===== src/rtl/vdram_pkg.sv =====
package vdram_pkg;
  typedef enum logic [2:0] {
    S_IDLE,
    S_ROW,
    S_COL,
    S_PRE,
    S_REF_C,
    S_REF_R
  } seq_state_t;

  typedef enum logic [1:0] {
    OP_NONE,
    OP_READ,
    OP_WRITE,
    OP_REFRESH
  } lane_op_t;

  typedef struct packed {
    logic a_n;  // upper CAS / sole CAS
    logic b_n;  // lower CAS / lower WE
    logic c_n;  // shared WE / upper WE
  } strobe_t;

  localparam logic MODE_SPLIT_CAS = 1'b0;
  localparam logic MODE_SPLIT_WE  = 1'b1;
endpackage


===== src/rtl/vdram_refresh_timer.sv =====
module vdram_refresh_timer #(
  parameter int INTERVAL = 64
) (
  input  logic clk,
  input  logic rst,
  input  logic ack,
  output logic pend
);
  localparam int TW = (INTERVAL > 1) ? $clog2(INTERVAL) : 1;

  logic [TW-1:0] tcnt;
  logic          wrap;

  assign wrap = (tcnt == TW'(INTERVAL - 1));

  always_ff @(posedge clk) begin
    if (rst) begin
      tcnt <= '0;
      pend <= 1'b0;
    end else begin
      if (wrap) tcnt <= '0;
      else      tcnt <= tcnt + 1'b1;
      if (ack)  pend <= 1'b0;
      if (wrap) pend <= 1'b1;
    end
  end

  // a scheduled refresh stays pending until the sequencer takes it
  a_r8_pend_kept: assert property (@(posedge clk) disable iff (rst)
    (pend && !ack) |=> pend);

  // the interval expiry always leaves a refresh pending
  a_r8_wrap_sets: assert property (@(posedge clk) disable iff (rst)
    wrap |=> pend);
endmodule


===== src/rtl/vdram_lane_map.sv =====
module vdram_lane_map
  import vdram_pkg::*;
(
  input  logic       mode,
  input  lane_op_t   op,
  input  logic [1:0] be,
  output strobe_t    stb
);
  always_comb begin
    stb = '1;
    case (op)
      OP_REFRESH: begin
        stb.a_n = 1'b0;
        stb.b_n = (mode == MODE_SPLIT_WE);
      end
      OP_READ: begin
        stb.a_n = 1'b0;
        stb.b_n = (mode == MODE_SPLIT_WE);
      end
      OP_WRITE: begin
        if (mode == MODE_SPLIT_WE) begin
          stb.a_n = 1'b0;
          stb.b_n = ~be[0];
          stb.c_n = ~be[1];
        end else begin
          stb.a_n = ~be[1];
          stb.b_n = ~be[0];
          stb.c_n = 1'b0;
        end
      end
      default: stb = '1;
    endcase
  end
endmodule


===== src/rtl/vdram_sequencer.sv =====
module vdram_sequencer
  import vdram_pkg::*;
#(
  parameter int ADDR_W = 10,
  parameter int DATA_W = 16,
  parameter int T_RCD  = 2,
  parameter int T_CAS  = 2,
  parameter int T_RP   = 2
) (
  input  logic                  clk,
  input  logic                  rst,
  input  logic                  lane_mode,
  input  logic                  req,
  input  logic                  req_wr,
  input  logic [2*ADDR_W-1:0]   req_addr,
  input  logic [1:0]            req_be,
  input  logic [DATA_W-1:0]     req_wdata,
  input  logic                  ref_pend,
  output logic                  ref_ack,
  output logic                  rdy,
  output logic [DATA_W-1:0]     rd_data,
  output logic [ADDR_W-1:0]     dram_addr,
  output logic                  ras_n,
  output logic                  strobe_u_n,
  output logic                  strobe_l_n,
  output logic                  strobe_w_n,
  output logic [DATA_W-1:0]     dq_out,
  output logic                  dq_oe,
  input  logic [DATA_W-1:0]     dq_in
);
  localparam int MAXD = (T_RCD > T_CAS) ? ((T_RCD > T_RP) ? T_RCD : T_RP)
                                        : ((T_CAS > T_RP) ? T_CAS : T_RP);
  localparam int CW   = $clog2(MAXD + 1);

  seq_state_t        state;
  logic [CW-1:0]     cnt;
  logic              mode_q;
  logic              wr_q;
  logic [1:0]        be_q;
  logic [ADDR_W-1:0] col_q;
  strobe_t           stb_q;
  strobe_t           map_stb;
  logic              map_mode;
  lane_op_t          map_op;

  assign map_mode = (state == S_IDLE) ? lane_mode : mode_q;
  assign map_op   = (state == S_IDLE) ? OP_REFRESH : (wr_q ? OP_WRITE : OP_READ);
  assign ref_ack  = (state == S_IDLE) && ref_pend;

  vdram_lane_map i_map (
    .mode (map_mode),
    .op   (map_op),
    .be   (be_q),
    .stb  (map_stb)
  );

  always_ff @(posedge clk) begin
    if (rst) begin
      state     <= S_IDLE;
      cnt       <= '0;
      mode_q    <= 1'b0;
      wr_q      <= 1'b0;
      be_q      <= '0;
      col_q     <= '0;
      stb_q     <= '1;
      ras_n     <= 1'b1;
      rdy       <= 1'b0;
      rd_data   <= '0;
      dram_addr <= '0;
      dq_out    <= '0;
      dq_oe     <= 1'b0;
    end else begin
      rdy <= 1'b0;
      case (state)
        S_IDLE: begin
          cnt <= '0;
          if (ref_pend) begin
            mode_q <= lane_mode;
            stb_q  <= map_stb;
            state  <= S_REF_C;
          end else if (req) begin
            mode_q    <= lane_mode;
            wr_q      <= req_wr;
            be_q      <= req_be;
            col_q     <= req_addr[ADDR_W-1:0];
            dram_addr <= req_addr[2*ADDR_W-1:ADDR_W];
            dq_out    <= req_wdata;
            ras_n     <= 1'b0;
            state     <= S_ROW;
          end
        end
        S_ROW: begin
          if (cnt == CW'(T_RCD - 1)) begin
            dram_addr <= col_q;
            stb_q     <= map_stb;
            dq_oe     <= wr_q;
            cnt       <= '0;
            state     <= S_COL;
          end else begin
            cnt <= cnt + 1'b1;
          end
        end
        S_COL: begin
          if (cnt == CW'(T_CAS - 1)) begin
            if (!wr_q) rd_data <= dq_in;
            rdy   <= 1'b1;
            ras_n <= 1'b1;
            stb_q <= '1;
            dq_oe <= 1'b0;
            cnt   <= '0;
            state <= S_PRE;
          end else begin
            cnt <= cnt + 1'b1;
          end
        end
        S_PRE: begin
          if (cnt == CW'(T_RP - 1)) begin
            cnt   <= '0;
            state <= S_IDLE;
          end else begin
            cnt <= cnt + 1'b1;
          end
        end
        S_REF_C: begin
          ras_n <= 1'b0;
          cnt   <= '0;
          state <= S_REF_R;
        end
        S_REF_R: begin
          if (cnt == CW'(T_CAS - 1)) begin
            ras_n <= 1'b1;
            stb_q <= '1;
            cnt   <= '0;
            state <= S_PRE;
          end else begin
            cnt <= cnt + 1'b1;
          end
        end
        default: state <= S_IDLE;
      endcase
    end
  end

  assign strobe_u_n = stb_q.a_n;
  assign strobe_l_n = stb_q.b_n;
  assign strobe_w_n = stb_q.c_n;

  // quiet bus in the cycle after reset
  a_r1_reset_quiet: assert property (@(posedge clk)
    rst |=> (ras_n && stb_q == 3'b111 && !rdy && !dq_oe));

  // completion is a single-cycle pulse
  a_r7_rdy_pulse: assert property (@(posedge clk) disable iff (rst)
    rdy |=> !rdy);

  // refresh drops CAS a cycle before RAS, write enables stay high
  a_r8_cbr_order: assert property (@(posedge clk) disable iff (rst)
    (state == S_REF_R && $fell(ras_n)) |-> ($past(!stb_q.a_n) && stb_q.c_n));

  // the shared/upper write enable only falls with the data bus driven
  a_r5_we_with_data: assert property (@(posedge clk) disable iff (rst)
    !stb_q.c_n |-> dq_oe);

  // in split-WE mode the lower write enable comes with CAS and driven data
  a_r4_lower_we: assert property (@(posedge clk) disable iff (rst)
    (mode_q && !stb_q.b_n) |-> (!stb_q.a_n && dq_oe));

  // a column strobe during an access falls only after RAS is already low
  a_r2_ras_first: assert property (@(posedge clk) disable iff (rst)
    (!stb_q.a_n && !ras_n && $past(stb_q.a_n)) |-> $past(!ras_n));

  // after RAS rises it is held high
  a_r10_precharge: assert property (@(posedge clk) disable iff (rst)
    $rose(ras_n) |=> ras_n);

  // a pending refresh is taken ahead of any request
  a_r9_refresh_first: assert property (@(posedge clk) disable iff (rst)
    (state == S_IDLE && ref_pend) |=> (state == S_REF_C && ras_n));
endmodule


===== src/rtl/vdram_ctrl.sv =====
module vdram_ctrl #(
  parameter int ADDR_W       = 10,
  parameter int DATA_W       = 16,
  parameter int T_RCD        = 2,
  parameter int T_CAS        = 2,
  parameter int T_RP         = 2,
  parameter int REF_INTERVAL = 64
) (
  input  logic                clk,
  input  logic                rst,
  input  logic                lane_mode,
  input  logic                req,
  input  logic                req_wr,
  input  logic [2*ADDR_W-1:0] req_addr,
  input  logic [1:0]          req_be,
  input  logic [DATA_W-1:0]   req_wdata,
  output logic                rdy,
  output logic [DATA_W-1:0]   rd_data,
  output logic [ADDR_W-1:0]   dram_addr,
  output logic                ras_n,
  output logic                strobe_u_n,
  output logic                strobe_l_n,
  output logic                strobe_w_n,
  output logic [DATA_W-1:0]   dq_out,
  output logic                dq_oe,
  input  logic [DATA_W-1:0]   dq_in
);
  logic ref_pend;
  logic ref_ack;

  vdram_refresh_timer #(
    .INTERVAL (REF_INTERVAL)
  ) i_timer (
    .clk  (clk),
    .rst  (rst),
    .ack  (ref_ack),
    .pend (ref_pend)
  );

  vdram_sequencer #(
    .ADDR_W (ADDR_W),
    .DATA_W (DATA_W),
    .T_RCD  (T_RCD),
    .T_CAS  (T_CAS),
    .T_RP   (T_RP)
  ) i_seq (
    .clk        (clk),
    .rst        (rst),
    .lane_mode  (lane_mode),
    .req        (req),
    .req_wr     (req_wr),
    .req_addr   (req_addr),
    .req_be     (req_be),
    .req_wdata  (req_wdata),
    .ref_pend   (ref_pend),
    .ref_ack    (ref_ack),
    .rdy        (rdy),
    .rd_data    (rd_data),
    .dram_addr  (dram_addr),
    .ras_n      (ras_n),
    .strobe_u_n (strobe_u_n),
    .strobe_l_n (strobe_l_n),
    .strobe_w_n (strobe_w_n),
    .dq_out     (dq_out),
    .dq_oe      (dq_oe),
    .dq_in      (dq_in)
  );
endmodule


===== config.mk =====
export PLATFORM = sky130hd
export DESIGN_NAME = vdram_ctrl
export DESIGN_NICKNAME = d
export VERILOG_FILES = /design/src/rtl/vdram_pkg.sv /design/src/rtl/vdram_refresh_timer.sv /design/src/rtl/vdram_lane_map.sv /design/src/rtl/vdram_sequencer.sv /design/src/rtl/vdram_ctrl.sv
export SDC_FILE = /design/constraint.sdc
export NUM_CORES = 1
export LEC_CHECK = 0
export BUFFER_PORTS_ARGS = -buffer_cell sky130_fd_sc_hd__buf_4
export CAP_MARGIN = 0
export CORE_UTILIZATION = 44
export CTS_CLUSTER_SIZE = 30
export DETAILED_ROUTE_END_ITERATION = 10
export GPL_TIMING_DRIVEN = 0
export PLACE_DENSITY = 0.75
export SYNTH_ARGS = -nofsm -noshare
export SYNTH_HDL_FRONTEND = slang
export SYNTH_SLANG_ARGS = --single-unit
export TNS_END_PERCENT = 100

===== constraint.sdc =====
create_clock -name clk -period 1.5 [get_ports clk]
set_input_delay 0.15 -clock clk [delete_from_list [all_inputs] [get_ports clk]]
set_output_delay 0.15 -clock clk [all_outputs]
set_load 0.05 [all_outputs]

==> results.cfg <==
[clock_tree]
cts.sinks = 74
cts_buffer_depth = 2
clk_pin_slew_ns = 0.08
numCtsBuffers = 9
h-tree-depth = 3
cts_root_buffer = clkbuf_8
clk_latency_ns = 0.34
cts_tree = built

[sta]
fin_ws_ns = -0.0612
setup_viol = 18
max_freq_mhz = 641
fin_skew_ns = 0.00831
max_slew.worst_pin.slew_ns = 0.695
fin_crit_sh = 1.04
hold_viol = 0
max_slew_margin = 0.536
rsz0062_at_grt = true
drv_slew = 0
fin_setup_tns_ns = -0.442
layout_min_cycle_time_ns = 1.56

[setup_path]
r2r_cells = 6
reg2reg_to = i_seq.dram_addr[0]
rrSetupSlack_ns = -0.06
r2r_start = i_seq.state[0]
critPathLaunchType = register
cp.required_ns = 1.76
worstPathArrival_ns = 1.82
crit_path_max_fanout = 5
crit_type = register to register
worst_setup_path_end_kind = register

[drt]
top_layer = met4
drt-initial-drc-count = 177
drt-met1-wl_mm = 3.52
post_drt_wl_per_cell_um = 14.5
vias = 2915
drcViolationCount = 0
totalWireLength_mm = 8.14
antenna_left = 0
wl_met2_mm = 4.08
via_per_inst = 5.20
drtPass1Iterations = 9
route.met3.wl_um = 467

[synthesis]
syn-mean-instance-area_um2 = 8.58
synth_flop_cell = dfxtp_1
async_flop_share = 0
synth_edf_count = 0
yosysSeqAreaShare = 0.494
synth.distinct_cells = 34
syn_nets = 410
ys_ff_latch = 74
yosys_warnings = 0
synthCells = 350
syn_area_mm2 = 0.00300

[die]
start_util = 0.465
ios = 107
core_area_mm2 = 0.00646
fp.dieH_um = 84.6
num_rows = 29
die_w_um = 84.6
dieArea_mm2 = 0.00716

[global_routing]
grt_max_degree = 20
antenna_found_initial = 0
grt_first_pass_wirelength_mm = 13.1
overflow = 0
grt_pass1_vias = 2752
gr-usage-all-layers = 0.232

[finish]
nNetsFinal = 539
areaGrowthSynthToFinish_pct = 48.4
layout.cells.most_common = buf_4
drive_above_1_share = 0.409
layout_common_cells = buf_4 (120), nand2_1 (88), dfxtp_1 (70), a21oi_1 (46)
final_cells = 561
antennaDiodeCount = 0
stdcell_area_mm2 = 0.00445

[power_and_ir_drop]
switching_power_mw = 1.45
total_leakage_power_nw = 1.85
comb_power_share = 0.220
p_per_area_mw_per_mm2 = 1110
p_int_mw = 3.51
swShare = 0.292
power.share.sequential = 0.435
p_clk_frac = 0.344
ir_drop_v = 0.000610
p_total_mw = 4.95

[place]
pre_cts_slack_ns = -0.277
port_buffers = 105
gp_congestion = 0.862
place_inst = 532
dpl.hpwl_mm = 5.45
place_area_mm2 = 0.00389

[worst_hold_path]
min_delay_worst_endpoint = i_seq.col_q[1]
hold_depth = 3
hp-class = input pin to register
min_from = req_addr[1]

[run]
cap_violations = 0

[run_status]
violations = negative setup slack
status = complete, but fails checks
==> sequential cells by signal (all words and copies together), names as in the netlist, 2 cells and up <==
| name | cells |
|---|---|
| i_seq.be_q | 2 |
| i_seq.rd_data | 16 |
| i_seq.dq_out | 16 |
| i_seq.state | 3 |
| i_timer.tcnt | 6 |
| i_seq.cnt | 2 |
| i_seq.dram_addr | 10 |
| i_seq.col_q | 10 |
==> cells by family after synthesis <==
group | count (synthesis) | share of synthesized area
AO/OA/AOI/OAI | 77 | 0.164
AND/OR/NAND/NOR | 152 | 0.236
multiplexers | 14 | 0.0467
buffers and inverters | 27 | 0.0417
adder cells (fa/ha/maj) | 1 | 0.00417
XOR/XNOR | 5 | 0.0146
flip-flops | 74 | 0.494
==> final cells by class <==
type                       count  area [µm²]
buffer                        21         154
tap                           77        96.3
clock buffer                  11         141
fill                         505        2010
timing repair buffer         121         936
sequential                    74        1490
inverter                       3        11.3
clock inverter                 5        77.6
multi-input combinational    249        1540
==> layer usage <==
layer / up-vias / track usage
met3: 4 / 0.0737
met4: 0 / 0.0801
met5: - / 0
met1: 1387 / 0.290
li1: 1435 / -
met2: 89 / 0.378
==> synth_stat cells (5+ instances only) <==
| master | n | area, µm² |
|---|---|---|
| nand3_1 | 5 | 25.0 |
| buf_2 | 10 | 50.1 |
| mux2i_1 | 14 | 140 |
| o21ai_0 | 5 | 25.0 |
| nand2b_1 | 7 | 43.8 |
| nor2_1 | 24 | 90.1 |
| nand2_1 | 93 | 349 |
| clkbuf_1 | 11 | 41.3 |
| a211oi_2 | 12 | 150 |
| dfxtp_1 | 74 | 1480 |
| nand3b_1 | 5 | 37.5 |
| a21oi_1 | 55 | 275 |
==> through the flow <==
| step | util | hold WS (ns) |
|---|---|---|
| finish | 0.689 | 0.0507 |
| global route | 0.689 | 0.0247 |
| CTS | 0.676 | 0.0341 |
| detailed placement | 0.603 | 0.405 |
| global placement | 0.603 | 0.396 |
| floorplan | - | 0.286 |
==> critical path, stage by stage, from the launching register on <==
cell	delay, ns
dfxtp_4	0.36
or3b_4	0.41
a211oi_4	0.27
buf_6	0.16
buf_8	0.13
nor2_2	0.04
a211oi_2	0.12
==> worst max-delay path by stage <==
stage | startpoint | end | slack, ns | cells after the start
2_1_floorplan | i_seq.state[0] | i_seq.dram_addr[0] | 0.01 | 6
3_3_place_gp | i_seq.state[1] | i_seq.rd_data[1] | -0.25 | 6
3_5_place_dp | i_timer.pend | i_seq.col_q[7] | -0.28 | 6
4_1_cts | i_seq.state[0] | i_seq.dram_addr[4] | -0.05 | 5
5_1_grt | i_seq.state[0] | i_seq.dram_addr[2] | -0.12 | 6
6_report | i_seq.state[0] | i_seq.dram_addr[0] | -0.06 | 6
==> timing repair <==
action                                  CTS  global route
cloned                                    1             0
setup buffers                            12             3
pin swaps                                21             7
resized for setup                        49            24
endpoints found under the setup margin   59            51
hold endpoints to repair                  0             0
hold buffers                              0             0
==> power groups by stage <==
| stage | sequential (mW) | combinational [mW] | clock, mW |
|---|---|---|---|
| finish | 2.16 | 1.09 | 1.71 |
| CTS | 2.16 | 1.06 | 1.73 |
| global placement | 2.19 | 0.945 | 0 |
| floorplan | 2.43 | 0.388 | 0 |
| detailed placement | 2.19 | 0.960 | 0 |
| global route | 2.17 | 1.17 | 1.84 |
(Power assumes the default switching activity.)
